## src/rtl/i2c_hs_pkg.sv

```systemverilog
package i2c_hs_pkg;
  localparam int BYTE_W   = 8;
  localparam int HS_LP    = 2;
  localparam int HS_HP    = 1;
  localparam int PREFIX_W = 5;
  localparam logic [PREFIX_W-1:0] MCODE_PREFIX = 5'b00001;

  typedef enum logic [3:0] {
    ST_IDLE,
    ST_START,
    ST_RS_LO,
    ST_RS_HI,
    ST_RS_SDA,
    ST_BIT_LO,
    ST_BIT_HI,
    ST_HOLD,
    ST_STOP_LO,
    ST_STOP_HI,
    ST_STOP_REL
  } seq_state_e;
endpackage

```

## src/rtl/i2c_hs_code_chk.sv

```systemverilog
module i2c_hs_code_chk
  import i2c_hs_pkg::*;
(
  input  logic [BYTE_W-1:0] code_i,
  output logic              ok_o
);
  assign ok_o = (code_i[BYTE_W-1 -: PREFIX_W] == MCODE_PREFIX);
endmodule

```

## src/rtl/i2c_hs_timer.sv

```systemverilog
module i2c_hs_timer
  import i2c_hs_pkg::*;
#(
  parameter int TPR_W   = 8,
  parameter int CNT_W   = 14,
  parameter int SLOW_LP = 6,
  parameter int SLOW_HP = 4
) (
  input  logic             clk_i,
  input  logic             rst_ni,
  input  logic             hs_sel_i,
  input  logic [TPR_W-1:0] tpr_i,
  input  logic [TPR_W-1:0] hs_tpr_i,
  input  logic             load_i,
  input  logic             high_i,
  output logic             done_o
);
  logic [CNT_W-1:0] unit_len, lp_units, hp_units, phase_len, cnt_q;

  always_comb begin
    unit_len  = (CNT_W'(hs_sel_i ? hs_tpr_i : tpr_i) + CNT_W'(1)) << 1;
    lp_units  = hs_sel_i ? CNT_W'(HS_LP) : CNT_W'(SLOW_LP);
    hp_units  = hs_sel_i ? CNT_W'(HS_HP) : CNT_W'(SLOW_HP);
    phase_len = unit_len * (high_i ? hp_units : lp_units);
  end

  always_ff @(posedge clk_i or negedge rst_ni) begin
    if (!rst_ni)               cnt_q <= '0;
    else if (load_i)           cnt_q <= phase_len - CNT_W'(1);
    else if (cnt_q != '0)      cnt_q <= cnt_q - CNT_W'(1);
  end

  assign done_o = (cnt_q == '0);
endmodule

```

## src/rtl/i2c_hs_seq.sv

```systemverilog
module i2c_hs_seq
  import i2c_hs_pkg::*;
(
  input  logic              clk_i,
  input  logic              rst_ni,
  input  logic              cmd_valid_i,
  input  logic              cmd_start_i,
  input  logic              cmd_stop_i,
  input  logic              cmd_hs_i,
  input  logic              cmd_burst_i,
  input  logic              cmd_read_i,
  input  logic              cmd_ack_i,
  input  logic [BYTE_W-1:0] cmd_data_i,
  input  logic              code_ok_i,
  input  logic              sda_i,
  input  logic              tmr_done_i,
  output logic              tmr_load_o,
  output logic              tmr_high_o,
  output logic              hs_mode_o,
  output logic              scl_oe_o,
  output logic              sda_oe_o,
  output logic              ready_o,
  output logic              busy_o,
  output logic [BYTE_W-1:0] rx_data_o,
  output logic              nack_o,
  output logic              code_err_o,
  output logic              proto_err_o
);
  localparam int IDX_W = $clog2(BYTE_W + 1);
  localparam logic [IDX_W-1:0] ACK_IDX = IDX_W'(BYTE_W);

  seq_state_e state_q, state_d;
  logic [IDX_W-1:0]  bit_idx_q;
  logic [BYTE_W-1:0] sh_q, rx_q;
  logic is_code_q, rd_q, ack_en_q, stop_q, hs_q, rs_pend_q, single_q;
  logic nack_q, code_err_q, proto_err_q;
  logic accept, reject, bit_drv, last_bit;

  assign ready_o  = (state_q == ST_IDLE) || (state_q == ST_HOLD);
  assign busy_o   = !ready_o;
  assign accept   = cmd_valid_i && ready_o;
  assign reject   = accept && cmd_hs_i && !code_ok_i;
  assign last_bit = (bit_idx_q == ACK_IDX);
  assign bit_drv  = last_bit ? (rd_q && ack_en_q) : (!rd_q && !sh_q[BYTE_W-1]);

  always_comb begin
    state_d = state_q;
    unique case (state_q)
      ST_IDLE:    if (accept && !reject) state_d = ST_START;
      ST_HOLD: begin
        if (accept && !reject) begin
          if (cmd_start_i || cmd_hs_i || rs_pend_q) state_d = ST_RS_LO;
          else                                      state_d = ST_BIT_LO;
        end
      end
      ST_START:   if (tmr_done_i) state_d = ST_BIT_LO;
      ST_RS_LO:   if (tmr_done_i) state_d = ST_RS_HI;
      ST_RS_HI:   if (tmr_done_i) state_d = ST_RS_SDA;
      ST_RS_SDA:  if (tmr_done_i) state_d = ST_BIT_LO;
      ST_BIT_LO:  if (tmr_done_i) state_d = ST_BIT_HI;
      ST_BIT_HI: begin
        if (tmr_done_i) begin
          if (!last_bit)                state_d = ST_BIT_LO;
          else if (stop_q && !is_code_q) state_d = ST_STOP_LO;
          else                          state_d = ST_HOLD;
        end
      end
      ST_STOP_LO:  if (tmr_done_i) state_d = ST_STOP_HI;
      ST_STOP_HI:  if (tmr_done_i) state_d = ST_STOP_REL;
      ST_STOP_REL: if (tmr_done_i) state_d = ST_IDLE;
      default:     state_d = ST_IDLE;
    endcase
  end

  // timer reload on every entry into a timed phase
  always_comb begin
    tmr_load_o = (state_d != state_q) && (state_d != ST_IDLE) && (state_d != ST_HOLD);
    tmr_high_o = (state_d == ST_START) || (state_d == ST_RS_HI) || (state_d == ST_RS_SDA) ||
                 (state_d == ST_BIT_HI) || (state_d == ST_STOP_HI) || (state_d == ST_STOP_REL);
  end

  always_comb begin
    scl_oe_o = (state_q == ST_RS_LO) || (state_q == ST_BIT_LO) ||
               (state_q == ST_HOLD)  || (state_q == ST_STOP_LO);
    unique case (state_q)
      ST_START, ST_RS_SDA, ST_STOP_LO, ST_STOP_HI: sda_oe_o = 1'b1;
      ST_BIT_LO, ST_BIT_HI:                        sda_oe_o = bit_drv;
      default:                                     sda_oe_o = 1'b0;
    endcase
  end

  always_ff @(posedge clk_i or negedge rst_ni) begin
    if (!rst_ni) begin
      state_q     <= ST_IDLE;
      bit_idx_q   <= '0;
      sh_q        <= '0;
      rx_q        <= '0;
      is_code_q   <= 1'b0;
      rd_q        <= 1'b0;
      ack_en_q    <= 1'b0;
      stop_q      <= 1'b0;
      hs_q        <= 1'b0;
      rs_pend_q   <= 1'b0;
      single_q    <= 1'b0;
      nack_q      <= 1'b0;
      code_err_q  <= 1'b0;
      proto_err_q <= 1'b0;
    end else begin
      state_q <= state_d;
      if (reject) begin
        code_err_q <= 1'b1;
      end else if (accept) begin
        code_err_q  <= 1'b0;
        nack_q      <= 1'b0;
        proto_err_q <= 1'b0;
        bit_idx_q   <= '0;
        sh_q        <= cmd_data_i;
        is_code_q   <= cmd_hs_i;
        rd_q        <= cmd_read_i && !cmd_hs_i;
        ack_en_q    <= cmd_ack_i;
        stop_q      <= !cmd_hs_i && (cmd_stop_i || single_q);
        if (cmd_hs_i) single_q <= !cmd_burst_i;
        if (state_d == ST_RS_LO) rs_pend_q <= 1'b0;
      end
      if (state_q == ST_BIT_HI && tmr_done_i) begin
        if (!last_bit) begin
          sh_q      <= sh_q << 1;
          bit_idx_q <= bit_idx_q + IDX_W'(1);
          if (rd_q) rx_q <= {rx_q[BYTE_W-2:0], sda_i};
        end else if (is_code_q) begin
          proto_err_q <= !sda_i;
          hs_q        <= 1'b1;
          rs_pend_q   <= 1'b1;
        end else begin
          nack_q <= !rd_q && sda_i;
        end
      end
      if (state_q == ST_STOP_REL && tmr_done_i) begin
        hs_q      <= 1'b0;
        rs_pend_q <= 1'b0;
        single_q  <= 1'b0;
      end
    end
  end

  assign hs_mode_o   = hs_q;
  assign rx_data_o   = rx_q;
  assign nack_o      = nack_q;
  assign code_err_o  = code_err_q;
  assign proto_err_o = proto_err_q;

  // rejected code leaves the sequencer where it was and flags it
  a_r2_bad_code: assert property (@(posedge clk_i) disable iff (!rst_ni)
    (cmd_valid_i && ready_o && cmd_hs_i && !code_ok_i) |=> (code_err_o && $stable(state_q)));

  // high-speed mode is entered only at the end of a master code ninth bit
  a_r5_hs_entry: assert property (@(posedge clk_i) disable iff (!rst_ni)
    $rose(hs_q) |-> $past(state_q == ST_BIT_HI && is_code_q && last_bit));

  // high-speed mode ends only when a STOP completes
  a_r7_hs_exit: assert property (@(posedge clk_i) disable iff (!rst_ni)
    $fell(hs_q) |-> $past(state_q == ST_STOP_REL));

  // SCL moves only at a phase end or a command acceptance
  a_r13_scl_edge: assert property (@(posedge clk_i) disable iff (!rst_ni)
    !$stable(scl_oe_o) |-> $past(tmr_done_i || (cmd_valid_i && ready_o)));

  // a strobe while busy is not taken
  a_r9_busy_ignore: assert property (@(posedge clk_i) disable iff (!rst_ni)
    (cmd_valid_i && busy_o && state_q == ST_BIT_LO && !tmr_done_i) |=> (state_q == ST_BIT_LO));
endmodule

```

## src/rtl/i2c_hs_master.sv

```systemverilog
module i2c_hs_master
  import i2c_hs_pkg::*;
#(
  parameter int TPR_W   = 8,
  parameter int SLOW_LP = 6,
  parameter int SLOW_HP = 4
) (
  input  logic             clk_i,
  input  logic             rst_ni,
  input  logic [TPR_W-1:0] tpr_i,
  input  logic [TPR_W-1:0] hs_tpr_i,
  input  logic             hs_tpr_en_i,
  input  logic             cmd_valid_i,
  input  logic             cmd_start_i,
  input  logic             cmd_stop_i,
  input  logic             cmd_hs_i,
  input  logic             cmd_burst_i,
  input  logic             cmd_read_i,
  input  logic             cmd_ack_i,
  input  logic [7:0]       cmd_data_i,
  input  logic             sda_i,
  output logic             scl_oe_o,
  output logic             sda_oe_o,
  output logic             ready_o,
  output logic             busy_o,
  output logic             hs_mode_o,
  output logic [7:0]       rx_data_o,
  output logic             nack_o,
  output logic             code_err_o,
  output logic             proto_err_o
);
  localparam int CNT_W = TPR_W + 6;

  logic code_ok, tmr_load, tmr_high, tmr_done, hs_sel;

  assign hs_sel = hs_mode_o && hs_tpr_en_i;

  i2c_hs_code_chk u_code_chk (
    .code_i (cmd_data_i),
    .ok_o   (code_ok)
  );

  i2c_hs_timer #(
    .TPR_W   (TPR_W),
    .CNT_W   (CNT_W),
    .SLOW_LP (SLOW_LP),
    .SLOW_HP (SLOW_HP)
  ) u_timer (
    .clk_i    (clk_i),
    .rst_ni   (rst_ni),
    .hs_sel_i (hs_sel),
    .tpr_i    (tpr_i),
    .hs_tpr_i (hs_tpr_i),
    .load_i   (tmr_load),
    .high_i   (tmr_high),
    .done_o   (tmr_done)
  );

  i2c_hs_seq u_seq (
    .clk_i       (clk_i),
    .rst_ni      (rst_ni),
    .cmd_valid_i (cmd_valid_i),
    .cmd_start_i (cmd_start_i),
    .cmd_stop_i  (cmd_stop_i),
    .cmd_hs_i    (cmd_hs_i),
    .cmd_burst_i (cmd_burst_i),
    .cmd_read_i  (cmd_read_i),
    .cmd_ack_i   (cmd_ack_i),
    .cmd_data_i  (cmd_data_i),
    .code_ok_i   (code_ok),
    .sda_i       (sda_i),
    .tmr_done_i  (tmr_done),
    .tmr_load_o  (tmr_load),
    .tmr_high_o  (tmr_high),
    .hs_mode_o   (hs_mode_o),
    .scl_oe_o    (scl_oe_o),
    .sda_oe_o    (sda_oe_o),
    .ready_o     (ready_o),
    .busy_o      (busy_o),
    .rx_data_o   (rx_data_o),
    .nack_o      (nack_o),
    .code_err_o  (code_err_o),
    .proto_err_o (proto_err_o)
  );
endmodule

```

## config.mk

```make
export PLATFORM = sky130hd
export DESIGN_NAME = i2c_hs_master
export DESIGN_NICKNAME = d
export VERILOG_FILES = /design/src/rtl/i2c_hs_pkg.sv /design/src/rtl/i2c_hs_code_chk.sv /design/src/rtl/i2c_hs_timer.sv /design/src/rtl/i2c_hs_seq.sv /design/src/rtl/i2c_hs_master.sv
export SDC_FILE = /design/constraint.sdc
export NUM_CORES = 1
export LEC_CHECK = 0
export BUFFER_PORTS_ARGS = -buffer_cell sky130_fd_sc_hd__buf_2
export CORE_MARGIN = 2
export CORE_UTILIZATION = 54
export CTS_CLUSTER_DIAMETER = 30
export DETAILED_ROUTE_END_ITERATION = 10
export GPL_TIMING_DRIVEN = 0
export PLACE_DENSITY = 0.84
export RECOVER_POWER = 50
export SLEW_MARGIN = 10
export SYNTH_ARGS = -nofsm -noshare
export SYNTH_HDL_FRONTEND = slang
export SYNTH_SLANG_ARGS = --single-unit
```

## constraint.sdc

```tcl
create_clock -name clk_i -period 6.8 [get_ports clk_i]
set_input_delay 0.34 -clock clk_i [delete_from_list [all_inputs] [get_ports clk_i]]
set_output_delay 0.34 -clock clk_i [all_outputs]
set_load 0.03 [all_outputs]
```

==> parameters.txt <==
Parameter                              Value

Outcome
  Outcome    complete, but fails checks
  Failing checks    max-capacitance violations, max-slew violations

Critical path
  Path type of the worst setup path    flop to flop
  Worst-path cell with the longest stage delay    or4_4
  Worst-case reg-to-reg path depth    22
  Slowest Stage Delay on Critical Path    approximately 0.60 ns
  Setup crit end kind    flop
  Worst endpoint required time    7.04 ns
  Crit path max fanout    10
  Crit start category    flop
  Ordered cell list for the critical path    or4_4, nor4_4, mux2i_2, nand3_2, xnor2_4, clkbuf_4, or2_2, fa_1, inv_1, ha_1, ha_1, ha_1, fa_1, inv_1, fa_1, nand2b_1, a21boi_2, o21ai_4, a2111oi_4, or4b_4, o22ai_2, a2bb2oi_1
  Crit path buf inv count    3
  Number of logic stages on the critical path including buffering    22
  Cell family contributing the most delay on the critical path    simple AND/OR/NAND/NOR gates
  Critical path arrival    6.85 ns

Clock network
  Buffer cell driving the clock tree root    clkbuf_8
  Insertion delay of the later-clocked pin in the worst-skew pair    around 0.31 ns
  Clk slew on worst S/H paths    about 0.10 ns
  CTS tree    built
  Number of buffers created by CTS    5
  H-tree Lvls    2
  Total number of clock tree sinks    48
  Maximum clock insertion buffer count    2
  Hold buffer count at cts    0

Min path
  Worst min path class    input port to flop
  Depth of the worst hold-timing path    2

Route
  Post-detailed-routing wire length    around 11000 um
  Initial DRT Pass Iterations    5
  DR vias/cell    between 6 and 7
  Total number of vias    roughly 4200
  DR iter-0 viols    about 340
  Final ANT Viol Nets    0
  Routed length per placed instance    approximately 16 um
  Post-detailed-route DRC marker count    0

Logic synthesis
  Library cell occupying the most area in the post-synthesis netlist    dfrtp_1
  Number of enable flip-flop cells after synthesis    0
  Most area-consuming cells after synthesis    dfrtp_1 27%, ha_1 13%, nand2_1 5.1%
  Distinct cell type count of the synthesized netlist    about 80
  Synth async-reset ratio    between 90% and 100%
  Proportion of netlist area held by the largest area contributor    between 20% and 30%
  Net count after synthesis    603
  Yosys warning count    0
  Yosys reg bits    between 40 and 50
  Syn avg cell area    a little under 9 um^2
  Seq/Total Area, Yosys    between 20% and 30%
  Gate Count Post-Synth    between 500 and 600
  Area of the mapped netlist    about 4500 um^2
  Cell with the most instances after synthesis    nand2_1
  Commonest cells in the netlist    61 x nand2_1, 48 x dfrtp_1, 47 x ha_1, 43 x nor2_1, 32 x inv_1
  Commonest register cell after synthesis    dfrtp_1

STA
  Worst slew pin tran    between 2 and 3 ns
  Relative slew margins    -69.6%
  Final Hold Vio Count    0
  Clock Skews    0.00513 ns
  Final period util    97.3%
  Setup TNS after final layout    0 ns
  Final-report max-slew violation count    49
  Count of endpoints failing setup in the final report    0
  Maximum achievable frequency    about 0.15 GHz
  Clock period minus worst slack    around 6.6 ns
  Worst hold-check slack    between 0.2 and 0.25 ns
  Final critical-path setup slack    about 0.19 ns

Floorplan
  Standard-cell row count    33
  Starting Density    roughly 55%
  Core Footprint    between 8000 and 9000 um^2
  Die X-Extent    ~95 um
  Height of the die    about 95 um
  Total Die Area    roughly 9000 um^2
  Boundary pin count    51

Power and ir drop
  Static Leak    about 2.4 nW
  Peak ir drop on the vdd network    0.172 mV
  Power per standard cell area    approximately 310 nW/um^2
  Final Total Pwr    about 1.6 mW

Cells and area
  Count of nets after finishing    670
  Final Cell Area    around 5200 um^2
  Fraction of layout cells with a size suffix above 1    19.3%
  Synthesis-to-layout area growth    15.6%
  Final Non-Filler Cells    686
  Number of diodes    0
  Fillers    650
  Post-route core utilization    between 60% and 70%

Job
  Max-cap violations    1

Placement
  Final weighted congestion in routability-driven placement    between 0.8 and 0.9
  Placed cell count    roughly 670
  Instance area at placement    slightly below 5000 um^2
  Final HPWL from detailed placement    8250 um
  Total of buffers placed on input and output ports    50
  Worst-case setup slack after placement    -0.603 ns

Global routing
  Antenna violations before repair    0
  Maximum number of pins on one net before global-route repair    49
  Number of global-route vias before repair    just under 4000
  First-pass GRT wire length    18000 um
  GRT Overall Usage    about a quarter
  Global-route congestion overflow total    0
==> cells by family (layout without fill, tap and decap cells) <==
logic type / count (synthesis) / in the layout / share of synthesized area [%]
AND/OR/NAND/NOR: 208 / 208 / 24.5
AO/OA/AOI/OAI: 100 / 100 / 16.2
adder cells (fa/ha/maj): 55 / 55 / 16.7
buffers and inverters: 49 / 117 / 4.63
flip-flops: 48 / 48 / 26.8
XOR/XNOR: 31 / 31 / 6.05
multiplexers: 22 / 22 / 5.21
==> layer usage <==
| metal | global-route usage, % | wire length, um |
|---|---|---|
| met5 | 0 | 0 |
| met4 | 4.71 | 191 |
| met3 | 3.56 | 707 |
| met2 | 44.0 | 5560 |
| met1 | 31.9 | 4620 |
==> final timing paths <==
check	startpoint	endpoint	slack [ns]
max in group asynchronous	rst_ni	u_timer.cnt_q[5]	4.55
min in group asynchronous	rst_ni	u_seq.sh_q[3]	0.81
setup reg to reg	u_timer.cnt_q[11]	u_timer.cnt_q[12]	0.19
setup / recovery	u_timer.cnt_q[11]	u_timer.cnt_q[12]	0.19
hold / removal	cmd_burst_i	u_seq.single_q	0.22
hold reg to reg	u_seq.stop_q	u_seq.stop_q	0.47
==> flip-flops by register name, indices dropped and copies added, names as in the netlist, 3 cells and up, named ones only <==
| name | flops |
|---|---|
| u_timer.cnt_q | 14 |
| u_seq.rx_data_o | 8 |
| u_seq.sh_q | 8 |
| u_seq.state_q | 4 |
| u_seq.bit_idx_q | 3 |
==> area by class of cell <==
type	instances	area, um^2	area share [%]
inverters	32	120	2.32
clock buffers	5	68.8	1.33
plain buffers	17	91.3	1.76
flip-flops and latches	48	1200	23.2
multi-input cells	416	3190	61.5
clock inverters	3	68.8	1.33
repair buffers	60	314	6.05
well taps	105	131	2.53
==> where the power goes <==
group	switching (mW)	internal (mW)	leakage, nW
combinational	0.518	0.365	1.75
clock	0.108	0.148	0.0687
sequential	0.0738	0.370	0.604
total	0.700	0.884	2.42
==> cell usage in the layout, fill, tap and decap left out, drive strengths merged, types with 8 or more instances in the layout <==
| cell | netlist | final |
|---|---|---|
| inv | 32 | 33 |
| nor3 | 15 | 15 |
| a21oi | 15 | 15 |
| nand2 | 62 | 62 |
| nand2b | 8 | 8 |
| buf | 3 | 54 |
| mux2 | 11 | 11 |
| dfrtp | 48 | 48 |
| xnor2 | 17 | 17 |
| clkbuf | 13 | 27 |
| o21ai | 24 | 24 |
| nand4 | 10 | 10 |
| nand3 | 18 | 18 |
| xor2 | 14 | 14 |
| o31ai | 10 | 10 |
| ha | 47 | 47 |
| mux2i | 11 | 11 |
| or2 | 9 | 9 |
| nor2 | 44 | 44 |
| fa | 8 | 8 |
==> timing repair <==
item / CTS / global route
cloned: 0 / 0
endpoints found under the setup margin: 3 / 2
setup buffers: 4 / 6
pin swaps: 3 / 6
gates resized for setup: 13 / 11
Power figures use the tool's default switching activity.
